===== src/rtl/sbw_pkg.sv =====
package sbw_pkg;

    // Command seen at a clock edge
    typedef enum logic [1:0] {
        CMD_IDLE  = 2'd0,
        CMD_READ  = 2'd1,
        CMD_WRITE = 2'd2,
        CMD_SLEEP = 2'd3
    } sbw_cmd_e;

endpackage


===== src/rtl/sbw_cmd_decode.sv =====
module sbw_cmd_decode
    import sbw_pkg::*;
(
    input  logic     sel_n,
    input  logic     wr_n,
    input  logic     sleep,
    output sbw_cmd_e cmd
);

    always_comb begin
        if (sleep) begin
            cmd = CMD_SLEEP;
        end else if (sel_n) begin
            cmd = CMD_IDLE;
        end else if (wr_n) begin
            cmd = CMD_READ;
        end else begin
            cmd = CMD_WRITE;
        end
    end

endmodule


===== src/rtl/sbw_store.sv =====
module sbw_store #(
    parameter int ADDR_W = 6,
    parameter int LANES  = 4,
    parameter int LANE_W = 9
) (
    input  logic                    clk,
    input  logic                    we,
    input  logic [ADDR_W-1:0]       wr_addr,
    input  logic [LANES-1:0]        lane_en,
    input  logic [LANES*LANE_W-1:0] wr_data,
    input  logic [ADDR_W-1:0]       rd_addr,
    output logic [LANES*LANE_W-1:0] rd_data
);

    localparam int DEPTH = 1 << ADDR_W;

    // One array per lane, so each lane has a single writer
    for (genvar g = 0; g < LANES; g++) begin : g_lane
        logic [LANE_W-1:0] lane_mem [DEPTH];

        always_ff @(posedge clk) begin
            if (we && lane_en[g]) begin
                lane_mem[wr_addr] <= wr_data[g*LANE_W +: LANE_W];
            end
        end

        assign rd_data[g*LANE_W +: LANE_W] = lane_mem[rd_addr];
    end

endmodule


===== src/rtl/sbw_lane_merge.sv =====
module sbw_lane_merge #(
    parameter int LANES  = 4,
    parameter int LANE_W = 9
) (
    input  logic [LANES*LANE_W-1:0] old_word,
    input  logic [LANES*LANE_W-1:0] new_word,
    input  logic [LANES-1:0]        lane_en,
    output logic [LANES*LANE_W-1:0] merged
);

    for (genvar g = 0; g < LANES; g++) begin : g_lane
        assign merged[g*LANE_W +: LANE_W] = lane_en[g] ? new_word[g*LANE_W +: LANE_W]
                                                       : old_word[g*LANE_W +: LANE_W];
    end

endmodule


===== src/rtl/sbw_drive_ctrl.sv =====
module sbw_drive_ctrl #(
    parameter int WORD_W = 36
) (
    input  logic              rd_valid,
    input  logic              oe_n,
    input  logic              sleep,
    input  logic [WORD_W-1:0] word,
    output logic              drive,
    output logic [WORD_W-1:0] dout
);

    // oe_n and sleep act without a clock edge
    always_comb begin
        drive = rd_valid && !oe_n && !sleep;
        dout  = drive ? word : '0;
    end

endmodule


===== src/rtl/sbw_sram.sv =====
module sbw_sram
    import sbw_pkg::*;
#(
    parameter int ADDR_W = 6,
    parameter int LANES  = 4,
    parameter int LANE_W = 9
) (
    input  logic                    clk,
    input  logic                    rst_n,
    input  logic                    sel_n,
    input  logic                    wr_n,
    input  logic [LANES-1:0]        lane_wr_n,
    input  logic [ADDR_W-1:0]       addr,
    input  logic [LANES*LANE_W-1:0] din,
    input  logic                    oe_n,
    input  logic                    sleep,
    output logic [LANES*LANE_W-1:0] dout,
    output logic                    drive
);

    localparam int WORD_W = LANES * LANE_W;

    typedef struct packed {
        logic              wr_pend;
        logic [ADDR_W-1:0] wr_addr;
        logic [LANES-1:0]  wr_lanes;
        logic              rd_valid;
        logic [WORD_W-1:0] rd_data;
    } ctl_t;

    ctl_t ctl_d, ctl_q;

    sbw_cmd_e          cmd;
    logic [WORD_W-1:0] store_rd;
    logic [WORD_W-1:0] merged_rd;
    logic              bypass_hit;

    sbw_cmd_decode u_dec (
        .sel_n (sel_n),
        .wr_n  (wr_n),
        .sleep (sleep),
        .cmd   (cmd)
    );

    // The pending write commits din at the edge after its command
    sbw_store #(
        .ADDR_W (ADDR_W),
        .LANES  (LANES),
        .LANE_W (LANE_W)
    ) u_store (
        .clk     (clk),
        .we      (ctl_q.wr_pend),
        .wr_addr (ctl_q.wr_addr),
        .lane_en (ctl_q.wr_lanes),
        .wr_data (din),
        .rd_addr (addr),
        .rd_data (store_rd)
    );

    sbw_lane_merge #(
        .LANES  (LANES),
        .LANE_W (LANE_W)
    ) u_merge (
        .old_word (store_rd),
        .new_word (din),
        .lane_en  (ctl_q.wr_lanes),
        .merged   (merged_rd)
    );

    assign bypass_hit = ctl_q.wr_pend && (ctl_q.wr_addr == addr);

    always_comb begin
        ctl_d          = ctl_q;
        ctl_d.wr_pend  = 1'b0;
        ctl_d.rd_valid = 1'b0;
        unique case (cmd)
            CMD_WRITE: begin
                ctl_d.wr_pend  = 1'b1;
                ctl_d.wr_addr  = addr;
                ctl_d.wr_lanes = ~lane_wr_n;
            end
            CMD_READ: begin
                ctl_d.rd_valid = 1'b1;
                ctl_d.rd_data  = bypass_hit ? merged_rd : store_rd;
            end
            default: begin
                // idle or sleep: nothing new is accepted
            end
        endcase
    end

    always_ff @(posedge clk or negedge rst_n) begin
        if (!rst_n) begin
            ctl_q <= '0;
        end else begin
            ctl_q <= ctl_d;
        end
    end

    sbw_drive_ctrl #(
        .WORD_W (WORD_W)
    ) u_drv (
        .rd_valid (ctl_q.rd_valid),
        .oe_n     (oe_n),
        .sleep    (sleep),
        .word     (ctl_q.rd_data),
        .drive    (drive),
        .dout     (dout)
    );

endmodule


===== config.mk =====
export PLATFORM = sky130hd
export DESIGN_NAME = sbw_sram
export DESIGN_NICKNAME = d
export VERILOG_FILES = /design/src/rtl/sbw_pkg.sv /design/src/rtl/sbw_cmd_decode.sv /design/src/rtl/sbw_store.sv /design/src/rtl/sbw_lane_merge.sv /design/src/rtl/sbw_drive_ctrl.sv /design/src/rtl/sbw_sram.sv
export SDC_FILE = /design/constraint.sdc
export NUM_CORES = 2
export LEC_CHECK = 0
export BUFFER_PORTS_ARGS = -buffer_cell sky130_fd_sc_hd__buf_2
export CAP_MARGIN = 15
export CORE_UTILIZATION = 43
export CTS_BUF_LIST = sky130_fd_sc_hd__clkbuf_16
export CTS_CLUSTER_DIAMETER = 120
export CTS_CLUSTER_SIZE = 20
export DETAILED_ROUTE_END_ITERATION = 7
export SYNTH_ARGS = -nofsm -noshare
export SYNTH_HDL_FRONTEND = slang
export SYNTH_SLANG_ARGS = --single-unit

===== constraint.sdc =====
create_clock -name clk -period 5.7 [get_ports clk]
set_input_delay 0.57 -clock clk [delete_from_list [all_inputs] [get_ports clk]]
set_output_delay 0.57 -clock clk [all_outputs]
set_load 0.05 [all_outputs]

==> results by group <==
Outcome
  – Status: finished, final reports clean

Timing
  – Worst-Margin Slew: 1150 ps
  – Unrepaired setup endpoints after global routing: no
  – Hold Vio Cnt, Final: 0
  – Final Max Tran Viols: 0
  – Tmin final: 3630 ps
  – Final worst slack: 2070 ps
  – Final Cycle Share: 63.6%
  – Fin Setup TNS: 0 ps
  – Max transition margin: 23.3%
  – Clock skew: 31.3 ps
  – Final setup viols: 0
  – Peak Freq: 276 MHz

Global routing
  – First-pass GRT wire length: 334 mm
  – Met3 Usage GRT: 4.08%
  – Largest net degree at the start of global routing: 75
  – Total grt overflow: 0
  – Vias in the first global route: 43400
  – M2 GR Usage: 35.0%
  – GRT Util Overall: 22.4%
  – M1 GR Usage: 31.7%
  – Busiest grt layer: met2
  – Initial antenna violation count: 18

Yosys
  – Synth unique cells: 49
  – Synth cell count leaders: 2304 x edfxtp_1, 586 x mux4_2, 296 x nor2_1
  – Yosys top cell area share: 76.5%
  – Seq cells post-synth: 2352
  – Leading area contributor after synthesis: edfxtp_1
  – Synth Flop Type: edfxtp_1
  – Post-Syn Instances: 4195
  – FFs w/ async S/R, synth: 2.04%
  – Net Count, Synth: 4247
  – Most common cell in the netlist: edfxtp_1
  – Synth Cell Area: 90400 sq um
  – Synth area leaders: edfxtp_1 77%, mux4_2 15%, a22oi_1 2.0%, dfrtp_1 1.3%, nor2_1 1.2%
  – Syn avg cell area: 21.6 sq um
  – Yosys warns: 0
  – Seq/Total Area, Yosys: 77.8%
  – Number of synthesized flops with an enable pin: 2304

Die
  – Die width: 461 um
  – Die area: 212000 sq um
  – Die height: 461 um
  – Core ar.: 208000 sq um
  – IO Pins: 89
  – Row count: 167
  – Initial Utilization: 43.4%

Clock tree
  – Clk slew on worst S/H paths: 90 ps
  – Root Buffer: clkbuf_16
  – Post-cts resize count: 0
  – CTS tree: built
  – CTS Buf Count: 135
  – Clock sinks: 2352
  – H-tree levels: 4
  – # Post-CTS Setup Buffers: 0
  – Clk_lat worst skew: 810 ps
  – Longest Clk Path Bufs: 3
  – Hold_buf cts: 3

Hold path
  – Hold Crit Class: in -> reg

Worst setup path
  – Req. time, crit path: 6110 ps
  – Crit path max fanout: 10
  – Crit path DAT: 4040 ps
  – Startpoint Class: flop
  – Endpoint type of the worst setup path: flop
  – Worst Setup Path Type: reg -> reg

Layout
  – Non-filler cells, final: 7143
  – Seq. cell area: 70400 sq um
  – Final Cell Area: 98300 sq um
  – Fill cell total of the finished layout: 17200
  – Share of layout cells above drive strength 1: 22.0%
  – Area of the multi-input gates: 18900 sq um
  – Post-layout nets: 4324
  – Area Overhead vs Synth: 8.66%

Route
  – Detailed Route Iter0 Violations: 5679
  – Via Count: 43600
  – ANT nets after route: 0
  – Pre-antenna DRT Iters: 8
  – Remaining routing DRC violations: 0
  – Vias per cell: 6.10
  – Final WL: 238 mm
  – Avg WL per Cell: 33.3 um

Placed design
  – Port Buf Inserts: 88
  – GP Congestion: 0.798
  – Dpl ws: 1960 ps
  – Placed inst area: 94300 sq um
  – Dpl cells: 6912
  – Detailed placer's ending HPWL: 143 mm

Pwr
  – Int Power: 24.1 mW
  – Leakage power: 29.7 nW
  – Clock group share of total power: 31.9%
  – Psw: 6.78 mW
  – Sequential Power Share: 62.2%
  – Logic pwr share: 5.9%
  – Total power: 30.9 mW
  – VDD IR max: 0.000370 V
  – PwrDens: 315 nW/um^2
  – Switching Share: 21.9%

Job
  – Total of max-cap violations: 0
==> state kept, by name, summed over array words and instances (netlist names) <==
name	cells
ctl_q	48
u_store.g_lane.lane_mem	2304
==> through the flow <==
stage          hold WS, ps  util (%)
5_1_grt               25.5      47.2
4_1_cts               12.5      47.1
6_report              45.5      47.2
3_3_place_gp           480      45.3
2_1_floorplan          274         -
3_5_place_dp           481      45.3
==> cell type report <==
| cell class | count | share of cell area (%) |
|---|---|---|
| clock inverters | 59 | 0.241 |
| well taps | 2788 | 3.55 |
| flip-flops and latches | 2352 | 71.6 |
| repair buffers | 197 | 1.69 |
| diodes | 20 | 0.0509 |
| clock buffers | 141 | 3.59 |
| inverters | 11 | 0.0420 |
| multi-input cells | 1575 | 19.2 |
==> final timing paths <==
path | endpoint | cells after the start | from | slack [ps]
max | u_store.g_lane[2].lane_mem[18][3] | 3 | ctl_q[42] | 2070
max reg2reg | u_store.g_lane[2].lane_mem[18][3] | 3 | ctl_q[42] | 2070
min in group asynchronous | ctl_q[5] | 2 | rst_n | 200
min reg2reg | ctl_q[8] | 2 | ctl_q[8] | 580
max in group asynchronous | ctl_q[22] | 3 | rst_n | 4390
min | ctl_q[37] | 2 | lane_wr_n[0] | 50
==> critical path: stages, from the launching register on <==
cell and delay [ps]:
dfrtp_1 530, nor3b_1 720, nand2_1 920, nor2_1 1030
==> routing by layer <==
| layer | share of wire (%) | vias to the layer above |
|---|---|---|
| met5 | 0.060 | - |
| met4 | 3.3 | 12 |
| met3 | 7.8 | 345 |
| met2 | 48 | 1955 |
| met1 | 41 | 23700 |
| li1 | - | 17600 |
==> cells by family after synthesis <==
family	synth area share, %
buffers and inverters	1.35
xor gates and xnor gates	0.0581
AOI/OAI and AO/OA	3.45
and+or+nand+nor	2.31
DFF	77.8
muxes	15.0
==> cells in the final DEF, fill, tap and decap left out, types with 67 or more instances in the layout <==
cell / netlist / routed
buf_4: 22 / 77
a21oi_1: 170 / 170
clkbuf_16: 0 / 141
a22oi_1: 240 / 240
mux4_2: 586 / 586
nand2_1: 90 / 85
inv_1: 11 / 67
edfxtp_1: 2304 / 2304
buf_2: 48 / 85
nor2_1: 296 / 295
==> power by group through the flow <==
stage | clock network (mW) | registers (mW) | logic (mW)
6_report | 9.86 | 19.2 | 1.84
5_1_grt | 10.5 | 19.2 | 1.93
4_1_cts | 9.98 | 19.2 | 1.83
3_5_place_dp | 0 | 19.6 | 1.83
3_3_place_gp | 0 | 19.6 | 1.80
2_1_floorplan | 0 | 19.5 | 1.01
No activity file was read; power rests on OpenSTA's default activity.
